==> config.mk <==
export PLATFORM = sky130hd
export DESIGN_NAME = tdm_tx_aligner
export DESIGN_NICKNAME = d
export VERILOG_FILES = /design/src/rtl/tdm_aligner_pkg.sv /design/src/rtl/tdm_sync_select.sv /design/src/rtl/tdm_bit_sequencer.sv /design/src/rtl/tdm_grant_unit.sv /design/src/rtl/tdm_data_launch.sv /design/src/rtl/tdm_tx_aligner.sv
export SDC_FILE = /design/constraint.sdc
export NUM_CORES = 1
export LEC_CHECK = 0
export ABC_CLOCK_PERIOD_IN_PS = 2400
export BUFFER_PORTS_ARGS = -buffer_cell sky130_fd_sc_hd__buf_4
export CORE_MARGIN = 3
export CORE_UTILIZATION = 51
export CTS_CLUSTER_DIAMETER = 40
export CTS_CLUSTER_SIZE = 24
export DETAILED_ROUTE_END_ITERATION = 16
export PLACE_DENSITY = 0.9
export SLEW_MARGIN = 10
export SYNTH_ARGS = -nofsm -noshare
export SYNTH_HDL_FRONTEND = slang
export SYNTH_SLANG_ARGS = --single-unit
==> constraint.sdc <==
create_clock -name clk -period 2.4 [get_ports clk]
set_input_delay 0.24 -clock clk [delete_from_list [all_inputs] [get_ports clk]]
set_output_delay 0.24 -clock clk [all_outputs]
set_load 0.01 [all_outputs]
==> src/rtl/tdm_aligner_pkg.sv <==
package tdm_aligner_pkg;

  // slot-select value that marks the receive bit carrying the grant
  localparam logic [2:0] GRANT_SLOT_MARK = 3'b111;

  typedef enum logic [1:0] {
    SEQ_IDLE  = 2'd0,
    SEQ_WAIT  = 2'd1,
    SEQ_SHIFT = 2'd2
  } seq_state_e;

  typedef enum logic {
    GRANT_PIN  = 1'b0,
    GRANT_MARK = 1'b1
  } grant_src_e;

  // index width for a frame of len bits (at least one bit)
  function automatic int unsigned idx_bits(input int unsigned len);
    return (len <= 2) ? 1 : $clog2(len);
  endfunction

  // remaining wait clocks once a nonzero delay code has been accepted
  function automatic logic [1:0] wait_preload(input logic [1:0] code);
    return code - 2'd1;
  endfunction

  // low-to-high detect of a sampled sync
  function automatic logic sync_edge(input logic now_v, input logic prev_v);
    return now_v & ~prev_v;
  endfunction

endpackage

==> src/rtl/tdm_sync_select.sv <==
module tdm_sync_select
  import tdm_aligner_pkg::*;
(
  input  logic clk,
  input  logic rst_n,
  input  logic cfg_common_sync,
  input  logic cfg_sync_fall,
  input  logic tx_sync,
  input  logic rx_sync,
  output logic sync_evt
);

  logic fall_tx_q;
  logic fall_rx_q;
  logic rise_sel;
  logic fall_sel;
  logic sync_now;
  logic sync_prev_q;

  // falling-edge capture of both sync lines
  always_ff @(negedge clk) begin
    if (!rst_n) begin
      fall_tx_q <= 1'b0;
      fall_rx_q <= 1'b0;
    end else begin
      fall_tx_q <= tx_sync;
      fall_rx_q <= rx_sync;
    end
  end

  assign rise_sel = cfg_common_sync ? rx_sync   : tx_sync;
  assign fall_sel = cfg_common_sync ? fall_rx_q : fall_tx_q;
  assign sync_now = cfg_sync_fall   ? fall_sel  : rise_sel;

  always_ff @(posedge clk) begin
    if (!rst_n) sync_prev_q <= 1'b0;
    else        sync_prev_q <= sync_now;
  end

  assign sync_evt = sync_edge(sync_now, sync_prev_q);

endmodule

==> src/rtl/tdm_bit_sequencer.sv <==
module tdm_bit_sequencer
  import tdm_aligner_pkg::*;
#(
  parameter int unsigned FRAME_LEN = 8,
  parameter int unsigned IDX_W     = idx_bits(FRAME_LEN)
) (
  input  logic                 clk,
  input  logic                 rst_n,
  input  logic                 sync_evt,
  input  logic [1:0]           cfg_delay,
  input  logic [FRAME_LEN-1:0] frame_word,
  output logic                 seq_bit,
  output logic [IDX_W-1:0]     seq_idx,
  output logic                 seq_start,
  output logic                 seq_running,
  output logic                 seq_waiting
);

  localparam logic [IDX_W-1:0] LAST_IDX = IDX_W'(FRAME_LEN - 1);

  seq_state_e             state_q;
  logic [1:0]             wait_q;
  logic [IDX_W-1:0]       idx_q;
  logic                   bit_q;
  logic                   start_q;
  logic [FRAME_LEN-1:0]   word_q;
  logic                   start_now;
  logic [IDX_W-1:0]       idx_next;

  // bit 0 goes out at this edge: immediate sync or end of delay
  always_comb begin
    if (sync_evt) start_now = (cfg_delay == 2'd0);
    else          start_now = (state_q == SEQ_WAIT) && (wait_q == 2'd0);
  end

  assign idx_next = idx_q + 1'b1;

  always_ff @(posedge clk) begin
    if (!rst_n) begin
      state_q <= SEQ_IDLE;
      wait_q  <= 2'd0;
      idx_q   <= '0;
      bit_q   <= 1'b1;
      start_q <= 1'b0;
      word_q  <= '1;
    end else begin
      start_q <= start_now;
      if (start_now) begin
        state_q <= SEQ_SHIFT;
        idx_q   <= '0;
        bit_q   <= frame_word[0];
        word_q  <= frame_word;
      end else if (sync_evt) begin
        state_q <= SEQ_WAIT;
        wait_q  <= wait_preload(cfg_delay);
        idx_q   <= '0;
        bit_q   <= 1'b1;
      end else begin
        case (state_q)
          SEQ_WAIT: wait_q <= wait_q - 2'd1;
          SEQ_SHIFT: begin
            if (idx_q == LAST_IDX) begin
              state_q <= SEQ_IDLE;
              idx_q   <= '0;
              bit_q   <= 1'b1;
            end else begin
              idx_q <= idx_next;
              bit_q <= word_q[idx_next];
            end
          end
          default: ;
        endcase
      end
    end
  end

  assign seq_bit     = bit_q;
  assign seq_idx     = idx_q;
  assign seq_start   = start_q;
  assign seq_running = (state_q == SEQ_SHIFT);
  assign seq_waiting = (state_q == SEQ_WAIT);

endmodule

==> src/rtl/tdm_grant_unit.sv <==
module tdm_grant_unit
  import tdm_aligner_pkg::*;
(
  input  logic       clk,
  input  logic       rst_n,
  input  logic       sync_evt,
  input  logic       cfg_grant_gci,
  input  logic       cfg_grant_en,
  input  logic       grant_in,
  input  logic       rx_data,
  input  logic [2:0] rx_slot_code,
  output logic       mark_strobe,
  output logic       grant
);

  grant_src_e src;
  logic       grant_q;
  logic       armed_q;

  assign src         = grant_src_e'(cfg_grant_gci);
  assign mark_strobe = (rx_slot_code == GRANT_SLOT_MARK);

  always_ff @(posedge clk) begin
    if (!rst_n) begin
      grant_q <= 1'b0;
      armed_q <= 1'b0;
    end else if (sync_evt) begin
      if (src == GRANT_PIN) begin
        grant_q <= grant_in & cfg_grant_en;
        armed_q <= 1'b0;
      end else begin
        grant_q <= 1'b0;
        armed_q <= 1'b1;
      end
    end else if (src == GRANT_MARK && armed_q && mark_strobe) begin
      grant_q <= rx_data;
      armed_q <= 1'b0;
    end
  end

  assign grant = grant_q;

endmodule

==> src/rtl/tdm_data_launch.sv <==
module tdm_data_launch (
  input  logic clk,
  input  logic rst_n,
  input  logic cfg_data_fall,
  input  logic rise_bit,
  output logic tx_data
);

  logic fall_bit_q;

  // half-clock retime of the rising-edge bit
  always_ff @(negedge clk) begin
    if (!rst_n) fall_bit_q <= 1'b1;
    else        fall_bit_q <= rise_bit;
  end

  assign tx_data = cfg_data_fall ? fall_bit_q : rise_bit;

endmodule

==> src/rtl/tdm_tx_aligner.sv <==
module tdm_tx_aligner
  import tdm_aligner_pkg::*;
#(
  parameter int unsigned FRAME_LEN = 8,
  localparam int unsigned IDX_W    = idx_bits(FRAME_LEN)
) (
  input  logic                 clk,
  input  logic                 rst_n,
  input  logic [1:0]           cfg_delay,
  input  logic                 cfg_common_sync,
  input  logic                 cfg_sync_fall,
  input  logic                 cfg_data_fall,
  input  logic                 cfg_grant_gci,
  input  logic                 cfg_grant_en,
  input  logic                 tx_sync,
  input  logic                 rx_sync,
  input  logic [FRAME_LEN-1:0] frame_word,
  input  logic                 grant_in,
  input  logic                 rx_data,
  input  logic [2:0]           rx_slot_code,
  output logic                 tx_data,
  output logic [IDX_W-1:0]     bit_idx,
  output logic                 frame_start,
  output logic                 tx_grant
);

  // internal events, named for the checker
  logic             sync_evt;
  logic             seq_bit;
  logic [IDX_W-1:0] seq_idx;
  logic             seq_start;
  logic             seq_running;
  logic             seq_waiting;
  logic             mark_strobe;

  tdm_sync_select sync_i (
    .clk             (clk),
    .rst_n           (rst_n),
    .cfg_common_sync (cfg_common_sync),
    .cfg_sync_fall   (cfg_sync_fall),
    .tx_sync         (tx_sync),
    .rx_sync         (rx_sync),
    .sync_evt        (sync_evt)
  );

  tdm_bit_sequencer #(
    .FRAME_LEN (FRAME_LEN),
    .IDX_W     (IDX_W)
  ) seq_i (
    .clk         (clk),
    .rst_n       (rst_n),
    .sync_evt    (sync_evt),
    .cfg_delay   (cfg_delay),
    .frame_word  (frame_word),
    .seq_bit     (seq_bit),
    .seq_idx     (seq_idx),
    .seq_start   (seq_start),
    .seq_running (seq_running),
    .seq_waiting (seq_waiting)
  );

  tdm_grant_unit grant_i (
    .clk           (clk),
    .rst_n         (rst_n),
    .sync_evt      (sync_evt),
    .cfg_grant_gci (cfg_grant_gci),
    .cfg_grant_en  (cfg_grant_en),
    .grant_in      (grant_in),
    .rx_data       (rx_data),
    .rx_slot_code  (rx_slot_code),
    .mark_strobe   (mark_strobe),
    .grant         (tx_grant)
  );

  tdm_data_launch launch_i (
    .clk           (clk),
    .rst_n         (rst_n),
    .cfg_data_fall (cfg_data_fall),
    .rise_bit      (seq_bit),
    .tx_data       (tx_data)
  );

  assign bit_idx     = seq_idx;
  assign frame_start = seq_start;

endmodule

Word level (Yosys, flattened, before mapping)
Cells that the tools add are included.

Register bits after elaboration: 23. Logic and storage cells: 66.

Equality and inequality tests: 4. Bitwise logic cells: 5. Muxes and demuxes: 24. Add/subtract/negate cells: 3. Magnitude comparators: 1. Reductions and logical operators: 16.

Operator list (number): 1-bit two-way mux (16); 2-bit two-way mux (6); 2-bit nonzero test (4); 3-bit == test, second input constant (2); 2-bit AND reduction (3); 3-bit nonzero test (2); 2-bit logical NOT (2); 3-bit by 4-bit less-than comparator with 1-bit output, second input constant (1); 2-bit by 1-bit subtractor with 2-bit output, second input constant (2); 3-bit by 1-bit adder with 3-bit output, second input constant (1); 1-bit binary-select mux with 3-bit select (1); 1-bit logical AND (3); 3-bit two-way mux (1); 1-bit NOT (3); 3-bit OR reduction (1); 1-bit bitwise AND (2); 2-bit by 1-bit == test with 1-bit output, second input constant (1); 2-bit == test, second input constant (1); 2-bit OR reduction (1).

Longest topological paths before layout
Gate-level depths: netlist of run 1.

Depth after elaboration: 7. Mapped depth: 5. Mapped depth without buffers: 5.

Hierarchy
Synthesis of run 1 repeated with hierarchy kept, for this count alone.

Cell total of the unflattened synthesis: 103. Area total of the unflattened synthesis: 1047.3 um2.

By module, submodules not included: tdm_bit_sequencer (instances 1, area an instance 779.5 um2, cells each 78); tdm_grant_unit (instances 1, area an instance 111.4 um2, cells each 12); tdm_sync_select (instances 1, area an instance 111.4 um2, cells each 9); tdm_data_launch (instances 1, area an instance 45.0 um2, cells each 4).

==> flow_summary_export.csv, run 1 <==
group,metric,value,unit
floorplanning,rows,16,
timing,rsz0062_at_grt,"yes",
synthesis,synth.yosys.warnings,0,
synthesis,ys_ff_latch,23,
placement,gp_congestion,0.824,
route,wl,3.11,mm
synthesis,synth-edff-count,0,
critical_path,crit_top_cell,"mux2i_4",
global_routing,grt_pass1_wl,4.65,mm
synthesis,ys_async_sr_fraction,0,%
clock_tree,worstSkewPairLatency,0.37,ns
cells_and_area,drive_above_1_share,42.0,%
clock_tree,h-tree-depth,1,
power_and_ir_drop,leakage,0.715,nW
cells_and_area,fin_cells,189,
min_path,hold_path.startpoint,"cfg_common_sync",
synthesis,netlist_top_cells_area,"dfxtp_1, mux2i_1, nor2_1",
placement,placed_area,1450,µm²
run,cap_violations,0,
synthesis,synth_most_common_cell,"dfxtp_1",
floorplanning,initial_core_util,55.7,%
timing,setup_tns,-3.56,ns
cells_and_area,fillCellCount,136,
floorplanning,die_area,2830,µm²
timing,relSlewSlack,53.0,%
floorplanning,die_w,53.2,µm
timing,hold_ws,0.146,ns
critical_path,crit_required,2.61,ns
synthesis,synth_top_cell_by_area,"dfxtp_1",
synthesis,synth.distinct_cells,37,
route,drt_iter0_markers,27,
route,vias,1067,
synthesis,syn_inst,121,
clock_tree,cts_tree,"yes",
synthesis,synth_top_area_share,40.5,%
critical_path,cp_slowest_stage_delay,0.44,ns
placement,pre_cts_slack,-0.215,ns
global_routing,grt_use_total,22.9,%
critical_path,crit_slowest_cell,"a2111o_1",
floorplanning,dieHeight,53.2,µm
clock_tree,cts_buffers,3,
global_routing,antenna_found_initial,0,
floorplanning,coreArea,2040,µm²
floorplanning,ioPinCount,30,
route,ant_nets,0,
route,drc,0,
route,via_per_inst,5.65,
timing,worst_pin_slew,0.705,ns
critical_path,cp-startpoint,"sync_i.fall_rx_q",
placement,dp_cells,179,
outcome,outcome,"finished with violations",
route,dr.pass1.iters,4,
clock_tree,root_buffer,"clkbuf_4",
critical_path,end_kind,"flip-flop",
global_routing,grt_max_degree,24,
power_and_ir_drop,p_per_area,548,nW/µm²
critical_path,r2r-start,"sync_i.fall_rx_q",
critical_path,start_kind,"flip-flop",
critical_path,crit_family,"compound AO/OA/AOI/OAI gates",
placement,dp_hpwl,2.01,mm
timing,setup_violations,18,
timing,final_hold_viol_count,0,
synthesis,syn_nets,147,
synthesis,synth_flop_cell,"dfxtp_1",
power_and_ir_drop,ir_drop,0.000487,V
clock_tree,cts_buffer_depth,2,
cells_and_area,nets,189,
global_routing,first_global_vias,1068,
cells_and_area,synthToLayoutAreaGrowth,39.8,%
critical_path,path_cells,"mux2i_4 > o22ai_4 > mux2i_4 > a2111o_1",
synthesis,seq_area_frac_synth,40.5,%
critical_path,cp_num_buf_inv,0,
critical_path,critPathMaxFanout,4,
synthesis,syn_area_per_cell,9.40,µm²
outcome,violations,"setup timing",
route,post_drt_wl_per_cell,16.5,µm
synthesis,synthTopCellsByCount,"dfxtp_1, nor2_1, mux2i_1",
clock_tree,clk_pin_slew,0.14,ns
cells_and_area,antennaDiodeCount,0,
timing,fin_skew,0.0699,ns
min_path,min_path_type,"primary input to flip-flop",
timing,drv_slew,0,
global_routing,overflow,0,
clock_tree,cts_num_sinks,23,
critical_path,critPathKind,"flip-flop to flip-flop",
critical_path,cp.arrival,2.88,ns
placement,io_buffers,29,
timing,layout_setup_ws,-0.265,ns
cells_and_area,stdcell_area,1590,µm²
synthesis,synth_area,1140,µm²
## sequential cells by signal (all words and copies together) (netlist names)
register,flops
seq_i.state_q,2
grant_i.armed_q,1
seq_i.seq_start,1
sync_i.fall_tx_q,1
sync_i.sync_prev_q,1
sync_i.fall_rx_q,1
seq_i.seq_idx,3
seq_i.wait_q,2
grant_i.grant,1
seq_i.word_q,8
seq_i.seq_bit,1
launch_i.fall_bit_q,1
## cell usage in the layout (no fill, tap or decap), types with 2 or more instances in the layout
master and n:
dfxtp_1 21, inv_1 8, dfxtp_2 2, mux4_1 2, mux2i_1 8, ha_1 2, nand2_1 4, nor2b_1 3
nand2b_1 3, buf_4 37, a21oi_1 6, nor2_2 2, mux2i_4 3, or3_1 2, mux2_2 2, clkbuf_4 3
and3_4 2, buf_6 3, and2_1 2, nor2_1 18
## metrics by stage
step,util (%),power (mW)
after global placement,70.9,0.636
after CTS,76.2,0.854
after floorplan,-,0.569
after global routing,77.9,0.920
final,77.9,0.872
after detailed placement,70.9,0.645
## final timing paths
check / end / slack (ns) / depth (start not counted)
setup / recovery: seq_i.word_q[0] / -0.26 / 4
hold / removal: sync_i.sync_prev_q / 0.15 / 2
setup reg to reg: seq_i.word_q[0] / -0.26 / 4
hold reg to reg: grant_i.armed_q / 0.50 / 2
## worst reg2reg max path, stage by stage (launching register included)
cell and delay (ns):
dfxtp_2 0.32, mux2i_4 0.20, o22ai_4 0.12, mux2i_4 0.22, a2111o_1 0.44
## metal layers
layer	GRT usage [%]	wire length, µm
met5	0	0
met3	4.79	132
met2	42.4	1670
met4	9.36	79
met1	24.7	1230
## where the power goes
group	leakage (nW)	switching, mW	total, mW	internal, mW
sequential	0.189	0.0239	0.436	0.412
combinational	0.492	0.108	0.238	0.129
clock	0.0337	0.130	0.199	0.0686
## cell type report
type                       instances  area (µm²)  share of cell area, %
multi-input combinational         87         724                   45.6
sequential                        23         463                   29.1
timing repair buffer              40         312                   19.6
tap                               27        33.8                   2.12
clock buffer                       3        22.5                   1.42
inverter                           5        18.8                   1.18
clock inverter                     4        16.3                   1.02
## cells by family after synthesis
group / share of synthesized area (%)
mux: 16.3
fa+ha+maj: 2.20
compound gates: 13.5
flops: 40.5
buf+inv: 4.62
xor+xnor: 1.54
simple gates: 21.3
## timing repair
| item | 4_1_cts | 5_1_grt |
|---|---|---|
| hold buffers | 0 | 0 |
| pin swaps | 11 | 2 |
| cloned | 0 | 0 |
| buffers inserted | 4 | 2 |
| endpoints found under the setup margin | 18 | 20 |
| gates resized for setup | 13 | 6 |
Note: power is estimated with default switching activity, not from simulation.
==> run 2, diff against run 1 <==
RECOVER_POWER = 100   (was default)
SLEW_MARGIN = 25   (was 10)
==> flow_summary_export.csv, run 2 (synthesis results as in run 1) <==
group,metric,value,unit
clock_tree,worstSkewPairLatency,0.38,ns
global_routing,grt_max_degree,24,
critical_path,end_kind,"flip-flop",
global_routing,grt_pass1_wl,4.65,mm
floorplanning,rows,16,
timing,relSlewSlack,52.7,%
placement,pre_cts_slack,-0.215,ns
clock_tree,clk_pin_slew,0.14,ns
timing,final_hold_viol_count,0,
critical_path,crit_required,2.62,ns
route,wl,3.10,mm
cells_and_area,final_cell_mix,"buf_4, dfxtp_1, nor2_1",
power_and_ir_drop,ir_drop,0.000487,V
cells_and_area,largest_reg_flops,8,
cells_and_area,antennaDiodeCount,0,
route,vias,1063,
critical_path,start_kind,"flip-flop",
global_routing,first_global_vias,1068,
critical_path,cp-startpoint,"sync_i.fall_rx_q",
clock_tree,cts_num_sinks,23,
cells_and_area,final_common_cell,"buf_4",
cells_and_area,synthToLayoutAreaGrowth,38.2,%
critical_path,cp.arrival,2.88,ns
clock_tree,hold_buffers,0,
cells_and_area,regMostFlops,"seq_i.word_q",
clock_tree,cts_buffer_depth,2,
global_routing,antenna_found_initial,0,
critical_path,r2r-start,"sync_i.fall_rx_q",
clock_tree,h-tree-depth,1,
critical_path,rr_worst_depth,4,
cells_and_area,fillCellCount,143,
outcome,violations,"setup timing",
timing,layout_setup_ws,-0.262,ns
floorplanning,dieHeight,53.2,µm
floorplanning,die_area,2830,µm²
min_path,hold_path.startpoint,"cfg_common_sync",
floorplanning,coreArea,2040,µm²
timing,setup_violations,18,
critical_path,r2r_end,"seq_i.word_q[0]",
placement,dp_hpwl,2.01,mm
floorplanning,initial_core_util,55.7,%
timing,hold_ws,0.140,ns
placement,io_buffers,29,
timing,rsz0062_at_grt,"yes",
global_routing,grt_use_total,22.9,%
timing,drv_slew,0,
outcome,outcome,"finished with violations",
clock_tree,cts_tree,"yes",
placement,gp_congestion,0.824,
floorplanning,die_w,53.2,µm
floorplanning,ioPinCount,30,
run,cap_violations,0,
critical_path,critPathKind,"flip-flop to flip-flop",
min_path,whs_path_depth,2,
power_and_ir_drop,totalPowerFinal,0.872,mW
route,post_drt_wl_per_cell,16.4,µm
clock_tree,cts_buffers,3,
global_routing,overflow,0,
timing,fin_skew,0.0686,ns
min_path,min_to,"sync_i.sync_prev_q",
route,dr.pass1.iters,4,
power_and_ir_drop,leakage,0.694,nW
critical_path,rrSetupSlack,-0.26,ns
route,ant_nets,0,
cells_and_area,drive_above_1_share,38.9,%
critical_path,critPathMaxFanout,4,
power_and_ir_drop,p_per_area,555,nW/µm²
min_path,min_path_type,"primary input to flip-flop",
cells_and_area,nets,189,
clock_tree,root_buffer,"clkbuf_4",
route,drt_iter0_markers,31,
timing,worst_pin_slew,0.708,ns
route,via_per_inst,5.62,
route,drc,0,
run 2: changes by cell type in the layout (fill, tap and decap cells not counted):
| cell | change |
|---|---|
| buf_4 | -5 |
| clkbuf_1 | +5 |
run 2: final cells by class:
type                            instances  area (µm²)  share of cell area, %
Inverter                                5        18.8                   1.19
Clock inverter                          4        16.3                   1.04
Clock buffer                            3        22.5                   1.43
Tap cell                               27        33.8                   2.15
Sequential cell                        23         463                   29.5
Multi-Input combinational cell         87         724                   46.1
Timing Repair Buffer                   40         293                   18.6
run 2: how the worst max path moves through the flow:
stage | endpoint | slack (ns) | depth (start not counted)
global placement | seq_i.word_q[5] | -0.16 | 5
floorplan | seq_i.word_q[1] | -0.14 | 5
detailed placement | seq_i.wait_q[1] | -0.21 | 5
global route | seq_i.word_q[1] | -0.35 | 5
CTS | seq_i.word_q[1] | -0.25 | 5
finish | seq_i.word_q[0] | -0.26 | 4
run 2: critical path: stages (launching register included):
cell and delay [ns]:
dfxtp_2 0.32, mux2i_4 0.20, o22ai_4 0.12, mux2i_4 0.22, a2111o_1 0.44
run 2: repair_timing:
action                                  4_1_cts  5_1_grt
pin swaps                                    11        2
endpoints found under the hold margin         0        0
gates resized for setup                      13        6
setup buffers                                 4        2
endpoints found under the setup margin       18       20
cloned                                        0        0
run 2: per-stage QoR:
step / cell area (µm²) / cells / setup TNS, ns / utilization (%)
2_1_floorplan: 1180 / 121 / -1.47 / -
3_3_place_gp: 1450 / 179 / -1.88 / 70.9
3_5_place_dp: 1450 / 179 / -2.61 / 70.9
4_1_cts: 1560 / 187 / -3.05 / 76.2
5_1_grt: 1570 / 189 / -4.88 / 77.0
6_report: 1570 / 189 / -3.50 / 77.0
run 2: report_power, final:
part | internal (mW) | switching (mW) | total [mW]
sequential | 0.412 | 0.0240 | 0.436
combinational | 0.127 | 0.107 | 0.234
clock | 0.0688 | 0.133 | 0.202
total | 0.608 | 0.264 | 0.872
run 2: metal layers:
metal  GRT usage [%]  share of wire [%]  vias up
met5               0                  0        -
met4            9.36                2.2        0
met3            4.79                4.4       12
met2            42.4                 55       39
met1            24.7                 39      499
li1                -                  -      513
==> run 3, diff against run 2 <==
CAP_MARGIN = 20   (was default)
CORE_ASPECT_RATIO = 1.2   (was default)
PLACE_DENSITY = 0.78   (was 0.9)
==> flow_summary_export.csv, run 3 (synthesis results as in run 1) <==
group,metric,value,unit
outcome,outcome,"finished with violations",
outcome,violations,"setup timing",
timing,layout_setup_ws,-0.217,ns
timing,setup_violations,18,
clock_tree,worstSkewPairLatency,0.36,ns
critical_path,start_kind,"flip-flop",
timing,relSlewSlack,53.5,%
cells_and_area,final_cell_mix,"buf_4, dfxtp_1, nor2_1",
power_and_ir_drop,p_per_area,570,nW/µm²
floorplanning,initial_core_util,54.3,%
min_path,min_path_type,"primary input to flip-flop",
cells_and_area,largest_reg_flops,8,
route,post_drt_wl_per_cell,14.0,µm
global_routing,busiest_layer,"met2",
placement,dp_hpwl,2.12,mm
route,dr.pass1.iters,4,
clock_tree,h-tree-depth,1,
critical_path,crit_required,2.65,ns
cells_and_area,final_common_cell,"buf_4",
critical_path,end_kind,"flip-flop",
clock_tree,cts_num_sinks,23,
timing,hold_ws,0.130,ns
global_routing,first_global_vias,1000,
power_and_ir_drop,leakage,0.683,nW
cells_and_area,final_util,72.8,%
timing,fin_skew,0.0570,ns
route,drt_iter0_markers,10,
placement,pre_cts_slack,-0.182,ns
global_routing,grt_use_total,20.5,%
global_routing,grt_pass1_wl,4.49,mm
clock_tree,cts_buffers,3,
cells_and_area,synthToLayoutAreaGrowth,34.0,%
timing,worst_pin_slew,0.697,ns
critical_path,cp_num_buf_inv,1,
global_routing,antenna_found_initial,0,
floorplanning,coreArea,2090,µm²
floorplanning,die_w,49.1,µm
floorplanning,die_area,2840,µm²
critical_path,crit_family,"multiplexers",
global_routing,grtUsageMet1,20.8,%
global_routing,overflow,0,
critical_path,critPathKind,"flip-flop to flip-flop",
power_and_ir_drop,ir_drop,0.000364,V
timing,final_hold_viol_count,0,
global_routing,grt_max_degree,24,
floorplanning,dieHeight,57.7,µm
route,via_per_inst,5.37,
clock_tree,root_buffer,"clkbuf_4",
power_and_ir_drop,totalPowerFinal,0.868,mW
route,vias,1025,
cells_and_area,stdcell_area,1520,µm²
global_routing,globalRouteMet3Util,3.60,%
cells_and_area,antennaDiodeCount,0,
critical_path,cp.arrival,2.86,ns
critical_path,path_cells,"mux2i_4 > o22ai_4 > mux2i_2 > buf_6 > mux2i_1",
cells_and_area,nets,188,
critical_path,cp_slowest_stage_delay,0.33,ns
timing,drv_slew,0,
route,wl,2.68,mm
route,ant_nets,0,
placement,placed_area,1470,µm²
global_routing,met2_usage,40.6,%
run,cap_violations,0,
cells_and_area,drive_above_1_share,34.8,%
critical_path,critPathMaxFanout,7,
cells_and_area,regMostFlops,"seq_i.word_q",
floorplanning,rows,18,
critical_path,crit_slowest_cell,"dfxtp_2",
clock_tree,cts_buffer_depth,2,
placement,io_buffers,29,
route,drc,0,
floorplanning,ioPinCount,30,
clock_tree,cts_tree,"yes",
clock_tree,clk_pin_slew,0.13,ns
placement,gp_congestion,0.771,
timing,rsz0062_at_grt,"yes",
run 3: where the power goes:
group	internal (mW)	switching [mW]	total (mW)	leakage [nW]
Sequential	0.412	0.0211	0.433	0.189
Clock	0.0990	0.127	0.226	0.0370
Combinational	0.116	0.0928	0.209	0.458
run 3: cell type report:
class                           count  area (µm²)
Clock buffer                        4        36.3
Clock inverter                      3        11.3
Fill cell                         170         571
Inverter                            5        18.8
Multi-Input combinational cell     87         674
Sequential cell                    23         464
Tap cell                           30        37.5
Timing Repair Buffer               39         282
run 3: metrics by stage:
step                TNS, ns  std cells
floorplan             -1.47        121
global placement      -1.81        184
detailed placement    -2.33        184
CTS                   -3.03        191
global route          -4.46        191
finish                -3.09        191
run 3: timing repair:
action,4_1_cts,5_1_grt
resized for setup,6,3
setup endpoints to repair,18,19
hold buffers,0,0
buffers inserted,1,0
hold endpoints to repair,0,0
pin swaps,4,1
run 3: routing by layer:
layer	share of wire [%]	vias up
met5	0	-
met4	1.7	0
met3	5.0	6
met2	57	30
met1	36	480
li1	-	509
run 3: final timing paths:
path                                  startpoint                 end  slack (ns)  depth (start not counted)
worst max-delay path            sync_i.fall_rx_q     seq_i.word_q[4]       -0.22                          5
worst max register to register  sync_i.fall_rx_q     seq_i.word_q[4]       -0.22                          5
worst min-delay path             cfg_common_sync  sync_i.sync_prev_q        0.13                          2
worst min register to register   grant_i.armed_q     grant_i.armed_q        0.48                          2
